--- config.mk ---
export PLATFORM = sky130hd
export DESIGN_NAME = chg_pwm_ctrl
export DESIGN_NICKNAME = d
export VERILOG_FILES = /design/src/rtl/chg_pkg.sv /design/src/rtl/chg_tick.sv /design/src/rtl/chg_pwm.sv /design/src/rtl/chg_cutoff.sv /design/src/rtl/chg_pwm_ctrl.sv
export SDC_FILE = /design/constraint.sdc
export NUM_CORES = 1
export LEC_CHECK = 0
export BUFFER_PORTS_ARGS = -buffer_cell sky130_fd_sc_hd__buf_2
export CORE_MARGIN = 10
export CORE_UTILIZATION = 59
export DETAILED_ROUTE_END_ITERATION = 8
export PLACE_DENSITY = 0.9
export SYNTH_ARGS = -nofsm -noshare
export SYNTH_HDL_FRONTEND = slang
export SYNTH_SLANG_ARGS = --single-unit
--- constraint.sdc ---
create_clock -name clk -period 4.1 [get_ports clk]
set_input_delay 0.41 -clock clk [delete_from_list [all_inputs] [get_ports clk]]
set_output_delay 0.41 -clock clk [all_outputs]
set_load 0.01 [all_outputs]
--- src/rtl/chg_pkg.sv ---
package chg_pkg;

    typedef enum logic {
        CUT_RUN  = 1'b0,
        CUT_HOLD = 1'b1
    } cut_state_t;

    typedef enum logic [1:0] {
        LIM_3V60 = 2'd0,
        LIM_5V00 = 2'd1,
        LIM_5V25 = 2'd2,
        LIM_RSVD = 2'd3
    } lim_code_t;

endpackage

--- src/rtl/chg_tick.sv ---
module chg_tick #(
    parameter int FAST_DIV = 2,
    parameter int STD_MULT = 32
) (
    input  logic clk,
    input  logic rst_n,
    input  logic fast_q,
    output logic tick_o
);
    localparam int STD_DIV = FAST_DIV * STD_MULT;
    localparam int CW      = $clog2(STD_DIV + 1);

    logic [CW-1:0] cnt_q;
    logic [CW-1:0] last_cnt;

    assign last_cnt = fast_q ? CW'(FAST_DIV - 1) : CW'(STD_DIV - 1);
    assign tick_o   = (cnt_q == last_cnt);

    always_ff @(posedge clk) begin
        if (!rst_n)      cnt_q <= '0;
        else if (tick_o) cnt_q <= '0;
        else             cnt_q <= cnt_q + 1'b1;
    end
endmodule

--- src/rtl/chg_pwm.sv ---
module chg_pwm #(
    parameter int DUTY_W = 8
) (
    input  logic              clk,
    input  logic              rst_n,
    input  logic              tick_i,
    input  logic [DUTY_W-1:0] duty_i,
    input  logic              fast_i,
    output logic              fast_q_o,
    output logic              pwm_o
);
    localparam int STEPS = (1 << DUTY_W) - 1;

    logic [DUTY_W-1:0] step_q;
    logic [DUTY_W-1:0] duty_q;
    logic              wrap;

    assign wrap  = tick_i && (step_q == DUTY_W'(STEPS - 1));
    assign pwm_o = (step_q < duty_q);

    always_ff @(posedge clk) begin
        if (!rst_n) begin
            step_q   <= '0;
            duty_q   <= '0;
            fast_q_o <= 1'b0;
        end else if (wrap) begin
            step_q   <= '0;
            duty_q   <= duty_i;
            fast_q_o <= fast_i;
        end else if (tick_i) begin
            step_q   <= step_q + 1'b1;
        end
    end
endmodule

--- src/rtl/chg_cutoff.sv ---
module chg_cutoff
    import chg_pkg::*;
(
    input  logic clk,
    input  logic rst_n,
    input  logic vbat_hi_i,
    input  logic vbat_lo_i,
    output logic hold_o
);
    cut_state_t state_q, state_d;

    always_ff @(posedge clk) begin
        if (!rst_n) state_q <= CUT_RUN;
        else        state_q <= state_d;
    end

    always_comb begin
        state_d = state_q;
        unique case (state_q)
            CUT_RUN:  if (vbat_hi_i)               state_d = CUT_HOLD;
            CUT_HOLD: if (vbat_lo_i && !vbat_hi_i) state_d = CUT_RUN;
            default:                               state_d = CUT_RUN;
        endcase
    end

    always_comb begin
        unique case (state_q)
            CUT_RUN:  hold_o = 1'b0;
            CUT_HOLD: hold_o = 1'b1;
            default:  hold_o = 1'b1;
        endcase
    end
endmodule

--- src/rtl/chg_pwm_ctrl.sv ---
module chg_pwm_ctrl
    import chg_pkg::*;
#(
    parameter int FAST_DIV = 2,
    parameter int STD_MULT = 32,
    parameter int DUTY_W   = 8
) (
    input  logic              clk,
    input  logic              rst_n,
    input  logic              fast_i,
    input  logic [DUTY_W-1:0] duty_i,
    input  logic [1:0]        lim_sel_i,
    input  logic              ovc_en_i,
    input  logic              vbat_hi_i,
    input  logic              vbat_lo_i,
    input  logic              ibat_lim_i,
    output logic              switch_o,
    output logic              pwm_o,
    output logic              ovv_o,
    output logic              ovc_o,
    output logic [1:0]        vlim_o
);
    logic tick;
    logic fast_q;
    logic hold;

    chg_tick #(.FAST_DIV(FAST_DIV), .STD_MULT(STD_MULT)) u_tick (
        .clk    (clk),
        .rst_n  (rst_n),
        .fast_q (fast_q),
        .tick_o (tick)
    );

    chg_pwm #(.DUTY_W(DUTY_W)) u_pwm (
        .clk      (clk),
        .rst_n    (rst_n),
        .tick_i   (tick),
        .duty_i   (duty_i),
        .fast_i   (fast_i),
        .fast_q_o (fast_q),
        .pwm_o    (pwm_o)
    );

    chg_cutoff u_cut (
        .clk       (clk),
        .rst_n     (rst_n),
        .vbat_hi_i (vbat_hi_i),
        .vbat_lo_i (vbat_lo_i),
        .hold_o    (hold)
    );

    assign switch_o = pwm_o & ~hold;

    always_ff @(posedge clk) begin
        if (!rst_n) begin
            ovv_o  <= 1'b0;
            ovc_o  <= 1'b0;
            vlim_o <= LIM_3V60;
        end else begin
            ovv_o <= vbat_hi_i;
            ovc_o <= ibat_lim_i & ovc_en_i;
            if (lim_sel_i != LIM_RSVD) vlim_o <= lim_sel_i;
        end
    end
endmodule

==> results.md, run 1 <==
* Via count at roughly 1300
* Fin crit share at 53.0%
* CP most frequent cell: a21o_1
* Slowest CP cell: dfxtp_1
* Worst-path clk slew at about 0.090 ns
* Cts bufs inserted at 5
* Worst Path Required at 3.69 ns
* Drt wl/cell at roughly 14 µm
* Wirelength, routed at roughly 3200 µm
* Final Instance Count excl. Fillers at about 230
* Reg-to-Reg Start: u_pwm.step_q[1]
* Hold Path Class: in2reg
* Ys Warns at 0
* Vias per cell at approximately 5.6
* Setup TNS at 0 ns
* Area Growth Syn to Fin at 11.7%
* Netlist cell types at 39
* Most frequent cells in the layout: dfxtp_1 (29), nand2_1 (24), buf_2 (22)
* GRT Total Usage at about 13%
* Crit path launch type: register
* CTS tree: done
* Gpl congestion at around 0.87
* Gr ovfl total at 0
* Syn nets at 200
* Critical path endpoint category: output port
* First-pass GRT wire length at 5520 µm
* Initial DRC count at 60
* H-tree level count at 2
* Nets at 222
* Ant diodes at 0
* R2R Setup Slk at roughly 2.2 ns
* Synthesized area per cell at 8.63 µm²
* Hold-critical path depth at 2
* Skew-Pair Late Insertion Delay at about 0.34 ns
* Die Span X at between 70 and 80 µm
* Max-cap viol count at 0
* Post-DRT Antenna Nets at 0
* Clock Sinks at 29
* DIE AREA at between 4000 and 5000 µm²
* CP cell instances: inv_1, ha_1, a21o_1, a21o_1, a211oi_1, buf_2
* Crit Path Category: reg2out
* Hold Crit Start: lim_sel_i[1]
* Initial antenna violation count at 0
* PD cells at slightly below 300 nW/µm²
* Drt first pass iters at 4
* Max-slew headroom at 60.1%
* Top Ports at 23
* Cell Rows at 18
* Largest net degree at the start of global routing at 36
* Setup violators final at 0
* Placed cell count at 218
* Post-CTS Setup Inserts at 0
* Tightest Pin Transition at roughly 0.60 ns
* Die Y-Extent at 70.3 µm
* Synth Register Bits at 29
* Via count of the first global-routing pass at ~1300
* PostCTS Resize Cnt at 0
* Seq/Total Area, Yosys at 38.9%
* Core area at about 2500 µm²
* Clock root buffer: clkbuf_4
* Fraction of layout cells with a size suffix above 1 at ~18%
* RSZ-0062 raised after global routing: no
* Most common cell after layout, fill and taps aside: dfxtp_1
* Max VDD drop at around 0.00035 V
* Area of the mapped netlist at ~1500 µm²
* Max Clk Rate at around 460 MHz
* Leakage at 0.744 nW
* Hold buffer count at CTS at 0
* # port buffers at 22
* Fill cells at 201
* WHS Endpoint: vlim_o[0]
* Final-report hold violation count at 0
* Reg-to-reg endpoint: u_pwm.duty_q[4]
* R2R cell count at 5
* Drt drc at 0
* Final Skew at ~0.005 ns
* Arrival @ worst endpoint at 1.76 ns
* Critical Path Fanout Max at 2
* Max Buffers Root-to-Sink at 2
* Fin crit period at 2.17 ns
* CP max stage delay at between 0.3 and 0.4 ns
* Outcome: complete, no violations
* Final slew viol count at 0
* Initial Util at between 60% and 70%
* Worst slack, placed at 2.20 ns
* DPL Wire Length at between 2000 and 2500 µm
* Post-synthesis instance total at around 170
* Final worst slack at 1.93 ns
==> routing by layer <==
metal / track usage [%] / part of all wire (%) / vias up
met5: 0 / 0 / -
met4: 5.92 / 1.5 / 0
met3: 5.79 / 6.4 / 6
met2: 21.5 / 46 / 33
met1: 15.1 / 46 / 571
li1: - / - / 647
==> logic make-up after synthesis <==
| group | after synthesis | share of synthesized area (%) |
|---|---|---|
| simple gates | 66 | 23.1 |
| compound gates | 32 | 15.0 |
| flops | 29 | 38.9 |
| buf+inv | 22 | 5.62 |
| fa+ha+maj | 10 | 8.38 |
| mux | 9 | 6.04 |
| xor+xnor | 5 | 2.93 |
==> worst max-delay path, delay by kind of cell (launching register included) <==
| kind | cells | cell delay [ns] |
|---|---|---|
| AO/OA/AOI/OAI | 3 | 0.56 |
| adder cells (fa/ha/maj) | 1 | 0.31 |
| buffers and inverters | 2 | 0.22 |
| flip-flops | 1 | 0.33 |
==> area by class of cell <==
cell class | instances | area (µm²) | area share, %
clock buffer | 5 | 37.5 | 2.25
clock inverter | 3 | 17.5 | 1.05
inverter | 15 | 56.3 | 3.38
multi-input combinational | 122 | 828 | 49.7
sequential | 29 | 581 | 34.8
tap | 30 | 37.5 | 2.25
timing repair buffer | 22 | 110 | 6.60
==> worst max path at each step <==
| stage | end | start |
|---|---|---|
| after floorplan | switch_o | u_pwm.duty_q[6] |
| after global placement | switch_o | u_pwm.duty_q[6] |
| after detailed placement | u_pwm.duty_q[4] | u_tick.cnt_q[0] |
| after CTS | switch_o | u_pwm.duty_q[6] |
| after global routing | switch_o | u_pwm.duty_q[6] |
| final | switch_o | u_pwm.duty_q[6] |
==> flip-flops by register name (all words and copies together) (netlist names) <==
| signal | count |
|---|---|
| u_cut.state_q | 1 |
| u_pwm.step_q | 8 |
| u_pwm.duty_q | 8 |
| u_tick.cnt_q | 7 |
| u_pwm.fast_q_o | 1 |
| ovc_o | 1 |
| ovv_o | 1 |
| vlim_o | 2 |
==> synthesized netlist by cell type <==
master,count,area [µm²]
a211oi_1,1,7.51
a21boi_1,1,7.51
a21o_1,3,22.5
a21oi_1,6,30.0
a22o_2,1,10.0
a22oi_2,1,12.5
a31oi_1,3,18.8
and2_1,1,6.26
and3_1,3,18.8
and3b_2,1,10.0
and4_1,1,8.76
buf_2,1,5.00
clkbuf_1,6,22.5
dfxtp_1,29,581
ha_1,10,125
inv_1,15,56.3
mux2i_1,9,90.1
nand2_1,24,90.1
nand2b_1,2,12.5
nand3_1,8,40.0
nand4_1,1,6.26
nand4b_1,1,8.76
nor2_1,8,30.0
nor2b_1,5,31.3
nor3_1,2,10.0
nor4_1,4,25.0
nor4_4,1,21.3
o2111ai_1,1,8.76
o211ai_1,1,7.51
o21a_1,5,37.5
o21ai_0,5,25.0
o21bai_1,1,7.51
o221a_2,1,11.3
o311a_1,1,10.0
o31ai_1,1,7.51
or3_1,3,18.8
or4_1,1,7.51
xnor2_1,1,8.76
xor2_1,4,35.0
==> stage by stage <==
| stage | total power, mW | hold slack [ns] | instance area (µm²) | utilization (%) |
|---|---|---|---|---|
| after floorplan | 0.317 | 0.438 | 1490 | - |
| after global placement | 0.328 | 0.425 | 1610 | 65.7 |
| after detailed placement | 0.330 | 0.440 | 1610 | 65.7 |
| after CTS | 0.495 | 0.239 | 1670 | 67.9 |
| after global routing | 0.511 | 0.247 | 1670 | 67.9 |
| final | 0.493 | 0.242 | 1670 | 67.9 |
==> where the power goes <==
part	switching [mW]	internal, mW
Clock	0.105	0.0644
Sequential	0.00521	0.286
Combinational	0.0176	0.0143
Total	0.128	0.365
Power figures use the tool's default switching activity.
==> run 2, diff against run 1 <==
--- a/config.mk
+++ b/config.mk
@@ -7,9 +7,9 @@
 export LEC_CHECK = 0
 export BUFFER_PORTS_ARGS = -buffer_cell sky130_fd_sc_hd__buf_2
 export CORE_MARGIN = 10
-export CORE_UTILIZATION = 59
+export CORE_UTILIZATION = 55
 export DETAILED_ROUTE_END_ITERATION = 8
-export PLACE_DENSITY = 0.9
+export PLACE_DENSITY = 0.86
 export SYNTH_ARGS = -nofsm -noshare
 export SYNTH_HDL_FRONTEND = slang
 export SYNTH_SLANG_ARGS = --single-unit
==> constraint.sdc (replaced) <==
create_clock -name clk -period 2 [get_ports clk]
set_input_delay 0.2 -clock clk [delete_from_list [all_inputs] [get_ports clk]]
set_output_delay 0.2 -clock clk [all_outputs]
set_load 0.01 [all_outputs]
==> results.md, run 2 (synthesized netlist as in run 1, its figures left out) <==
* Drt drc at 0
* Gr ovfl total at 0
* Initial DRC count at around 130
* Hold Crit Start: lim_sel_i[1]
* CP max stage delay at ~0.33 ns
* Skew-Pair Late Insertion Delay at approximately 0.33 ns
* Nets at around 230
* Crit Path Category: reg2out
* Tightest Pin Transition at ~0.54 ns
* WHS at ~0.037 ns
* Final Skew at a little under 0.01 ns
* Critical path endpoint category: output port
* Core area at between 2000 and 3000 µm²
* Setup violators final at 0
* R2R cell count at 4
* CP most frequent cell: a21o_1
* CTS tree: done
* Ant diodes at 0
* Fin crit period at around 1.9 ns
* Top Ports at 23
* Worst Path Required at 1.80 ns
* Reg-to-reg endpoint: u_pwm.step_q[1]
* DPL Wire Length at ~2500 µm
* WHS Endpoint: vlim_o[0]
* Cell Rows at 18
* Gpl congestion at between 0.8 and 0.9
* Post-DRT Antenna Nets at 0
* CP cell instances: inv_1, ha_4, a21o_1, a21o_1, a211oi_2, buf_2
* Fin util at ~69%
* Max Clk Rate at 536 MHz
* Fin crit share at a little over 90%
* Initial Util at between 50% and 60%
* Hold buffer count at CTS at 0
* Area Growth Syn to Fin at 17.1%
* Cts bufs inserted at 5
* GRT Total Usage at about 14%
* Largest registers: u_pwm.duty_q (8), u_pwm.step_q (8), u_tick.cnt_q (7)
* First-pass GRT wire length at between 5000 and 6000 µm
* Most frequent cells in the layout: dfxtp_1 (27), nand2_1 (24), buf_2 (22)
* Fraction of layout cells with a size suffix above 1 at 21.0%
* Final-report hold violation count at 0
* H-tree level count at 2
* Placed cell areas at 1640 µm²
* Largest net degree at the start of global routing at 23
* Crit path launch type: register
* Hold Path Class: in2reg
* Reg-to-Reg Start: u_tick.cnt_q[2]
* Fill cells at between 200 and 250
* Worst Path Buf+Inv at 2
* Slowest CP cell: dfxtp_2
* Most common cell after layout, fill and taps aside: dfxtp_1
* PD cells at 668 nW/µm²
* Critical Path Fanout Max at 2
* Die Span X at just over 70 µm
* Final slew viol count at 0
* Final instance area at 1750 µm²
* Clock Sinks at 29
* Via count of the first global-routing pass at roughly 1400
* # port buffers at 22
* Leakage at 0.782 nW
* Initial antenna violation count at 0
* PnR Total Power at 1.17 mW
* Die Y-Extent at around 72 µm
* Worst-path clk slew at 0.09 ns
* Drt wl/cell at 14.3 µm
* Outcome: complete, no violations
* Max VDD drop at 0.000657 V
* Hold-critical path depth at 2
* Max Buffers Root-to-Sink at 2
* Max-cap viol count at 0
* Drt first pass iters at 4
* Vias per cell at between 5 and 6
* Wirelength, routed at roughly 3300 µm
* Max-slew headroom at between 60 and 70%
* Arrival @ worst endpoint at 1.67 ns
* Clock root buffer: clkbuf_4
* DIE AREA at around 5200 µm²
* Largest delay contributor family on the critical path: compound AO/OA/AOI/OAI gates
* Via count at 1328
* R2R Setup Slk at 0.35 ns
[run 2: cell count changes in the layout (fill, tap and decap cells not counted), sizes merged]
cell      delta
clkinvlp     -1
buf          +4
bufinv       +1
clkbuf       +2
clkinv       -2
[run 2: how the worst max path moves through the flow]
stage	start	endpoint	slack, ns	cells after the start
5_1_grt	u_pwm.step_q[1]	switch_o	-0.009	5
3_5_place_dp	u_pwm.duty_q[6]	switch_o	0.37	6
6_report	u_pwm.duty_q[6]	switch_o	0.13	6
2_1_floorplan	u_pwm.duty_q[6]	switch_o	0.47	5
3_3_place_gp	u_pwm.step_q[1]	u_pwm.fast_q_o	0.44	6
4_1_cts	u_pwm.duty_q[6]	switch_o	0.004	6
[run 2: area by class of cell]
class	count	area, µm²	area share (%)
inverter	15	56.3	3.22
tap	30	37.5	2.15
multi-input combinational	122	846	48.4
clock inverter	1	30.0	1.72
timing repair buffer	26	140	8.02
sequential	29	583	33.4
clock buffer	7	55.1	3.15
[run 2: layer usage]
metal  routed length (µm)  GRT usage [%]  vias to the layer above
met3                  237           4.63                       12
met1                 1470           16.1                      617
met2                 1480           21.5                       45
li1                     -              -                      654
met4                  102           8.39                        0
met5                    0              0                        -
[run 2: metrics by stage]
step	setup slack (ns)	std cells	setup TNS, ns
floorplan	0.471	173	0
global placement	0.439	221	0
detailed placement	0.370	221	0
CTS	0.00401	229	0
global route	-0.00852	230	-0.00852
finish	0.134	230	0
[run 2: power by group]
group / switching, mW / internal, mW / total [mW] / leakage [nW]
Clock: 0.203 / 0.298 / 0.501 / 0.0455
Combinational: 0.0360 / 0.0323 / 0.0683 / 0.500
Sequential: 0.0114 / 0.587 / 0.599 / 0.236
[run 2: timing repair]
item                                    in CTS  in global routing
buffers inserted                             0                  1
endpoints found under the setup margin       1                  1
cloned                                       0                  0
resized for setup                            1                  3
